### src/rtl/stepseq_pkg.sv
`timescale 1ns/1ps
package stepseq_pkg;

  localparam int POS_W   = 5;
  localparam int MAG_W   = 7;
  localparam int MODE_W  = 2;
  localparam int TRQ_W   = 2;
  localparam int PROD_W  = 2 * MAG_W;
  localparam int CYCLE   = 1 << POS_W;

  typedef logic [POS_W-1:0]  pos_t;
  typedef logic [MAG_W-1:0]  mag_t;
  typedef logic [MODE_W-1:0] mode_t;
  typedef logic [TRQ_W-1:0]  trq_t;

  // stride in eighth-step units: full=8, half=4, quarter=2, eighth=1
  function automatic pos_t mode_stride(input mode_t m);
    pos_t base;
    base = pos_t'(8);
    return base >> m;
  endfunction

  // home point: full-step sits between the axes so both phases are driven
  function automatic pos_t home_pos(input mode_t m);
    return (m == 2'b00) ? pos_t'(4) : pos_t'(0);
  endfunction

  // quarter-sine magnitude, index 0..8
  function automatic mag_t qsine(input logic [3:0] idx);
    mag_t v;
    case (idx)
      4'd0:    v = 7'd100;
      4'd1:    v = 7'd98;
      4'd2:    v = 7'd92;
      4'd3:    v = 7'd83;
      4'd4:    v = 7'd71;
      4'd5:    v = 7'd56;
      4'd6:    v = 7'd38;
      4'd7:    v = 7'd20;
      default: v = 7'd0;
    endcase
    return v;
  endfunction

  // fold a position within a half cycle onto the 0..8 table index
  function automatic logic [3:0] fold_idx(input pos_t p);
    logic [3:0] r;
    r = p[3:0];
    return (r <= 4'd8) ? r : (4'd0 - r);
  endfunction

  // cosine-shaped sign: negative strictly inside the second and third quarter
  function automatic logic neg_of(input pos_t p);
    return (p > pos_t'(8)) && (p < pos_t'(24));
  endfunction

  function automatic mag_t torque_pct(input trq_t t);
    mag_t k;
    case (t)
      2'b00:   k = 7'd100;
      2'b01:   k = 7'd75;
      2'b10:   k = 7'd50;
      default: k = 7'd20;
    endcase
    return k;
  endfunction

  function automatic mag_t scale_mag(input mag_t m, input trq_t t);
    logic [PROD_W-1:0] prod;
    logic [PROD_W-1:0] quo;
    prod = PROD_W'(m) * PROD_W'(torque_pct(t));
    quo  = prod / PROD_W'(100);
    return quo[MAG_W-1:0];
  endfunction

endpackage

### src/rtl/step_sync.sv
`timescale 1ns/1ps
module step_sync #(
  parameter int SYNC_STAGES = 2
) (
  input  logic clk,
  input  logic rst_n,
  input  logic step_async,
  output logic step_pulse
);
  localparam int CHAIN = SYNC_STAGES + 1;

  logic [CHAIN-1:0] chain_q;

  genvar g;
  generate
    for (g = 0; g < CHAIN; g++) begin : g_stage
      if (g == 0) begin : g_first
        always_ff @(posedge clk or negedge rst_n) begin
          if (!rst_n) chain_q[0] <= 1'b0;
          else        chain_q[0] <= step_async;
        end
      end else begin : g_next
        always_ff @(posedge clk or negedge rst_n) begin
          if (!rst_n) chain_q[g] <= 1'b0;
          else        chain_q[g] <= chain_q[g-1];
        end
      end
    end
  endgenerate

  assign step_pulse = chain_q[CHAIN-2] & ~chain_q[CHAIN-1];

  AST_EVT_SINGLE: assert property (@(posedge clk) disable iff (!rst_n)
    step_pulse |=> !step_pulse);

endmodule

### src/rtl/phase_pos.sv
`timescale 1ns/1ps
module phase_pos
  import stepseq_pkg::*;
(
  input  logic  clk,
  input  logic  rst_n,
  input  logic  step,
  input  logic  dir_rev,
  input  mode_t mode,
  output pos_t  pos_eff,
  output logic  at_home
);
  logic home_q;
  pos_t pos_q;
  pos_t base;
  pos_t stride;
  pos_t pos_nxt;

  always_comb begin
    base    = home_q ? home_pos(mode) : pos_q;
    stride  = mode_stride(mode);
    pos_nxt = dir_rev ? (base - stride) : (base + stride);
  end

  always_ff @(posedge clk or negedge rst_n) begin
    if (!rst_n) begin
      home_q <= 1'b1;
      pos_q  <= '0;
    end else if (step) begin
      home_q <= 1'b0;
      pos_q  <= pos_nxt;
    end
  end

  assign pos_eff = base;
  assign at_home = (base == home_pos(mode));

  AST_POS_HOLD: assert property (@(posedge clk) disable iff (!rst_n)
    !step |=> $stable(pos_q) && $stable(home_q));

  AST_LEAVE_HOME: assert property (@(posedge clk) disable iff (!rst_n)
    step |=> !home_q);

endmodule

### src/rtl/phase_map.sv
`timescale 1ns/1ps
module phase_map
  import stepseq_pkg::*;
#(
  parameter int OFFSET = 0
) (
  input  pos_t  pos,
  input  mode_t mode,
  input  trq_t  torque,
  input  logic  en,
  output logic  neg,
  output mag_t  mag
);
  localparam pos_t OFS = pos_t'(OFFSET);

  pos_t ph;
  mag_t raw;

  always_comb begin
    ph  = pos + OFS;
    raw = (mode == 2'b00) ? mag_t'(100) : qsine(fold_idx(ph));
    neg = en & neg_of(ph);
    mag = en ? scale_mag(raw, torque) : '0;
  end

endmodule

### src/rtl/stepper_seq.sv
`timescale 1ns/1ps
module stepper_seq
  import stepseq_pkg::*;
#(
  parameter int SYNC_STAGES = 2
) (
  input  logic       clk,
  input  logic       rst_n,
  input  logic       step_clk,
  input  logic       dir_rev,
  input  logic [1:0] mode,
  input  logic [1:0] torque,
  input  logic       out_en,
  output logic       a_neg,
  output logic [6:0] a_mag,
  output logic       b_neg,
  output logic [6:0] b_mag,
  output logic       at_home_n,
  output logic       step_evt
);
  localparam int NPH = 2;

  logic step_pulse;
  pos_t pos_eff;
  logic at_home;
  logic [NPH-1:0] ph_neg;
  mag_t           ph_mag [NPH];

  step_sync #(.SYNC_STAGES(SYNC_STAGES)) u_sync (
    .clk(clk), .rst_n(rst_n), .step_async(step_clk), .step_pulse(step_pulse)
  );

  phase_pos u_pos (
    .clk(clk), .rst_n(rst_n), .step(step_pulse), .dir_rev(dir_rev),
    .mode(mode), .pos_eff(pos_eff), .at_home(at_home)
  );

  genvar g;
  generate
    for (g = 0; g < NPH; g++) begin : g_phase
      // phase B trails phase A by a quarter cycle
      phase_map #(.OFFSET((g == 0) ? 0 : 24)) u_map (
        .pos(pos_eff), .mode(mode), .torque(torque), .en(out_en),
        .neg(ph_neg[g]), .mag(ph_mag[g])
      );
    end
  endgenerate

  assign a_neg     = ph_neg[0];
  assign a_mag     = ph_mag[0];
  assign b_neg     = ph_neg[1];
  assign b_mag     = ph_mag[1];
  assign at_home_n = ~at_home;
  assign step_evt  = step_pulse;

  AST_TWOPHASE_FULL: assert property (@(posedge clk) disable iff (!rst_n)
    out_en && mode == 2'b00 && torque == 2'b00 |-> a_mag == 7'd100 && b_mag == 7'd100);

  AST_HOME_A_FULL: assert property (@(posedge clk) disable iff (!rst_n)
    !at_home_n && out_en && torque == 2'b00 |-> a_mag == 7'd100 && !a_neg);

endmodule

### config.mk
export PLATFORM = sky130hd
export DESIGN_NAME = stepper_seq
export DESIGN_NICKNAME = d
export VERILOG_FILES = /design/src/rtl/stepseq_pkg.sv /design/src/rtl/step_sync.sv /design/src/rtl/phase_pos.sv /design/src/rtl/phase_map.sv /design/src/rtl/stepper_seq.sv
export SDC_FILE = /design/constraint.sdc
export NUM_CORES = 1
export LEC_CHECK = 0
export BUFFER_PORTS_ARGS = -buffer_cell sky130_fd_sc_hd__buf_2
export CAP_MARGIN = 10
export CORE_UTILIZATION = 60
export CTS_BUF_LIST = sky130_fd_sc_hd__clkbuf_4
export DETAILED_ROUTE_END_ITERATION = 10
export PLACE_DENSITY_LB_ADDON = 0.1
export SLEW_MARGIN = 20
export SYNTH_ARGS = -nofsm -noshare
export SYNTH_HDL_FRONTEND = slang
export SYNTH_SLANG_ARGS = --single-unit
### constraint.sdc
create_clock -name clk -period 28.2 [get_ports clk]
set_clock_uncertainty 0.15 [all_clocks]
set_input_delay 2.82 -clock clk [delete_from_list [all_inputs] [get_ports clk]]
set_output_delay 2.82 -clock clk [all_outputs]
set_load 0.005 [all_outputs]
==> impl_metrics.csv <==
group,metric,value,unit
run_status,status,"finished, final reports clean",
place,post-place-cells,1088,
logic_synthesis,ys.warnings.count,0,
logic_synthesis,synth.distinct_cells,98,
place,place.gp.congestion,0.922,
logic_synthesis,avgSynthCellArea,7.47,um2
clock_network,cts_made_buffers,3,
logic_synthesis,synth_edf_count,0,
floorplanning,core,11500,um2
logic_synthesis,seq_area_frac_synth,3.18,%
routing,wl,16.3,mm
logic_synthesis,yosys-top-cells-area,"fa_1, ha_1, nor2_1, inv_1, a21oi_1",
timing,relSlewSlack,28.5,%
setup_path,rrSetupSlack,25.62,ns
logic_synthesis,synth_async_sr_flop_share,100,%
setup_path,cp_slowest_stage_delay,0.89,ns
floorplanning,die_area,12300,um2
setup_path,arrival,14.02,ns
final_layout,instances_no_fill,1092,
hold_path,hold_depth,0,
global_routing,grt_pass1_wl,28.8,mm
floorplanning,dieWidth,111,um
routing,dr.pass1.iters,7,
floorplanning,rows,39,
clock_network,cts-resized-gates,0,
global_routing,grt_usage,26.9,%
run,cap_violations,0,
clock_network,cts_tree,"done",
timing,rsz0062_at_grt,"false",
setup_path,critPathRequiredTime,25.23,ns
hold_path,hp-class,"reg2reg",
setup_path,ff2ff_path_depth,7,
final_layout,seq_area,226,um2
logic_synthesis,syn-instance-count,952,
timing,finalCriticalPeriod,16.99,ns
logic_synthesis,yosysMostFrequentCell,"nor2_1",
floorplanning,fp.dieH,111,um
logic_synthesis,synth_flop_cell,"dfrtp_1",
setup_path,critPathMaxFanout,15,
clock_network,cts.sinks,9,
final_layout,drive_gt1_share,8.54,%
clock_network,cts_hold_buffers,0,
final_layout,area_growth,3.06,%
global_routing,grt_overflow,0,
logic_synthesis,synth_largest_area_cell,"fa_1",
setup_path,path_class,"in2out",
clock_network,cts_setup_buffers,0,
global_routing,first_global_vias,6480,
timing,fin_crit_sh,60.2,%
routing,wl_per_cell,14.9,um
routing,drc,0,
place,dp_hpwl,13.5,mm
setup_path,worstReg2RegEnd,"u_pos.pos_q[4]$_DFFE_PN0P_",
clock_network,root_buffer,"clkbuf_4",
global_routing,grt_antenna_before_repair,0,
routing,vias,6859,
timing,worst_pin_slew,1.07,ns
final_layout,nFillCells,1076,
logic_synthesis,synth-seq-cells,9,
hold_path,hold_end,"u_sync.chain_q[1]$_DFF_PN0_",
setup_path,cp_slowest_cell,"a2111oi_1",
final_layout,nets,1086,
final_layout,multi_input_area,6450,um2
setup_path,end_kind,"output port",
logic_synthesis,synth_top_cell_area_share,13.8,%
setup_path,crit_start,"mode[1]",
logic_synthesis,synth_area,7110,um2
setup_path,r2r_start,"u_pos.home_q$_DFFE_PN1P_",
floorplanning,initial_core_util,62.0,%
logic_synthesis,synth_nets,1088,
timing,slew_violations,0,
timing,finalSetupTns,0,ns
clock_network,worstSkewPairLatency,0.25,ns
routing,drtIter0Drc,433,
routing,antenna_left,0,
clock_network,clk_pin_slew,0.06,ns
final_layout,antenna_cells,0,
place,io_buffers,26,
floorplanning,ioPinCount,27,
timing,hold_viol_final,0,
global_routing,grt_max_degree,18,
logic_synthesis,synth_commonest_cells,"nor2_1, ha_1, inv_1",
clock_network,h-tree-depth,1,
timing,fmax,58.9,MHz
routing,vias_per_cell,6.28,
setup_path,cp_common_cell,"fa_1",
clock_network,clock_path_buffers,2,
hold_path,min_from,"u_sync.chain_q[0]$_DFF_PN0_",
setup_path,cp-start-kind,"primary input",
timing,setup_viol,0,
==> kinds of logic (layout without fill, tap and decap cells) <==
| kind of cell | Yosys count | after routing | synth area share [%] |
|---|---|---|---|
| multiplexers | 15 | 15 | 2.27 |
| AND/OR/NAND/NOR | 334 | 334 | 22.6 |
| flip-flops | 9 | 9 | 3.18 |
| XOR/XNOR | 48 | 48 | 6.17 |
| adder cells (fa/ha/maj) | 129 | 129 | 27.8 |
| AO/OA/AOI/OAI | 303 | 303 | 31.9 |
| buffers and inverters | 114 | 111 | 6.12 |
==> through the flow <==
step           hold WS [ns]  setup WS [ns]  util (%)  area (um2)
6_report              0.204          11.21      63.9        7330
5_1_grt               0.224          10.11      63.9        7330
4_1_cts               0.206          11.04      63.9        7330
3_5_place_dp          0.189          11.08      63.7        7300
3_3_place_gp          0.184          11.39      63.7        7300
2_1_floorplan         0.181          13.09         -        7110
==> cell usage in the layout (no fill, tap or decap), types with 6 or more instances in the layout <==
master and count:
fa_1 49, o21a_1 9, and2_1 19, nor2b_1 15
nand3_1 21, o31ai_1 8, a211oi_1 17, a21oi_1 55
ha_1 78, inv_1 78, nand2_1 69, a311oi_1 6
a31oi_1 13, dfrtp_1 8, nor2_1 116, a211o_1 9
o21ai_0 47, o211a_1 10, buf_2 26, nand2b_1 19
o31a_1 7, mux2i_1 9, and3_1 8, xnor2_1 30
or2_2 10, a21o_1 16, xor2_1 17, or3_1 8
o211ai_1 17, nor3_1 24
==> worst max path at each step <==
stage | to | slack [ns] | depth (start not counted)
floorplan | b_mag[0] | 13.09 | 36
global placement | b_mag[0] | 11.39 | 38
detailed placement | b_mag[0] | 11.08 | 38
CTS | b_mag[0] | 11.04 | 38
global route | b_mag[0] | 10.11 | 38
finish | b_mag[0] | 11.21 | 38
==> metal layers <==
layer  GRT usage, %  share of wire [%]
met5              0                  0
met4           5.42                1.5
met3          0.492                2.7
met2           47.7                 48
met1           36.7                 48
==> layout make-up <==
type,count,area share (%)
Multi-Input combinational cell,829,88.0
Inverter,79,4.04
Sequential cell,9,3.09
Tap cell,143,2.44
Timing Repair Buffer,28,1.98
Clock buffer,4,0.410
==> critical path: cells and delay by family <==
kind / cells / cell delay, ns
mux: 3 / 1.07
fa+ha+maj: 6 / 2.57
simple gates: 8 / 1.22
compound gates: 14 / 5.32
xor+xnor: 1 / 0.36
buf+inv: 6 / 0.64
==> registers in the layout, indices dropped and copies added (netlist names) <==
name            flops
u_sync.chain_q      3
u_pos.home_q        1
u_pos.pos_q         5
Power is not shown: default switching activity piles up to over one toggle a cycle in this logic, so the estimate is an artifact.
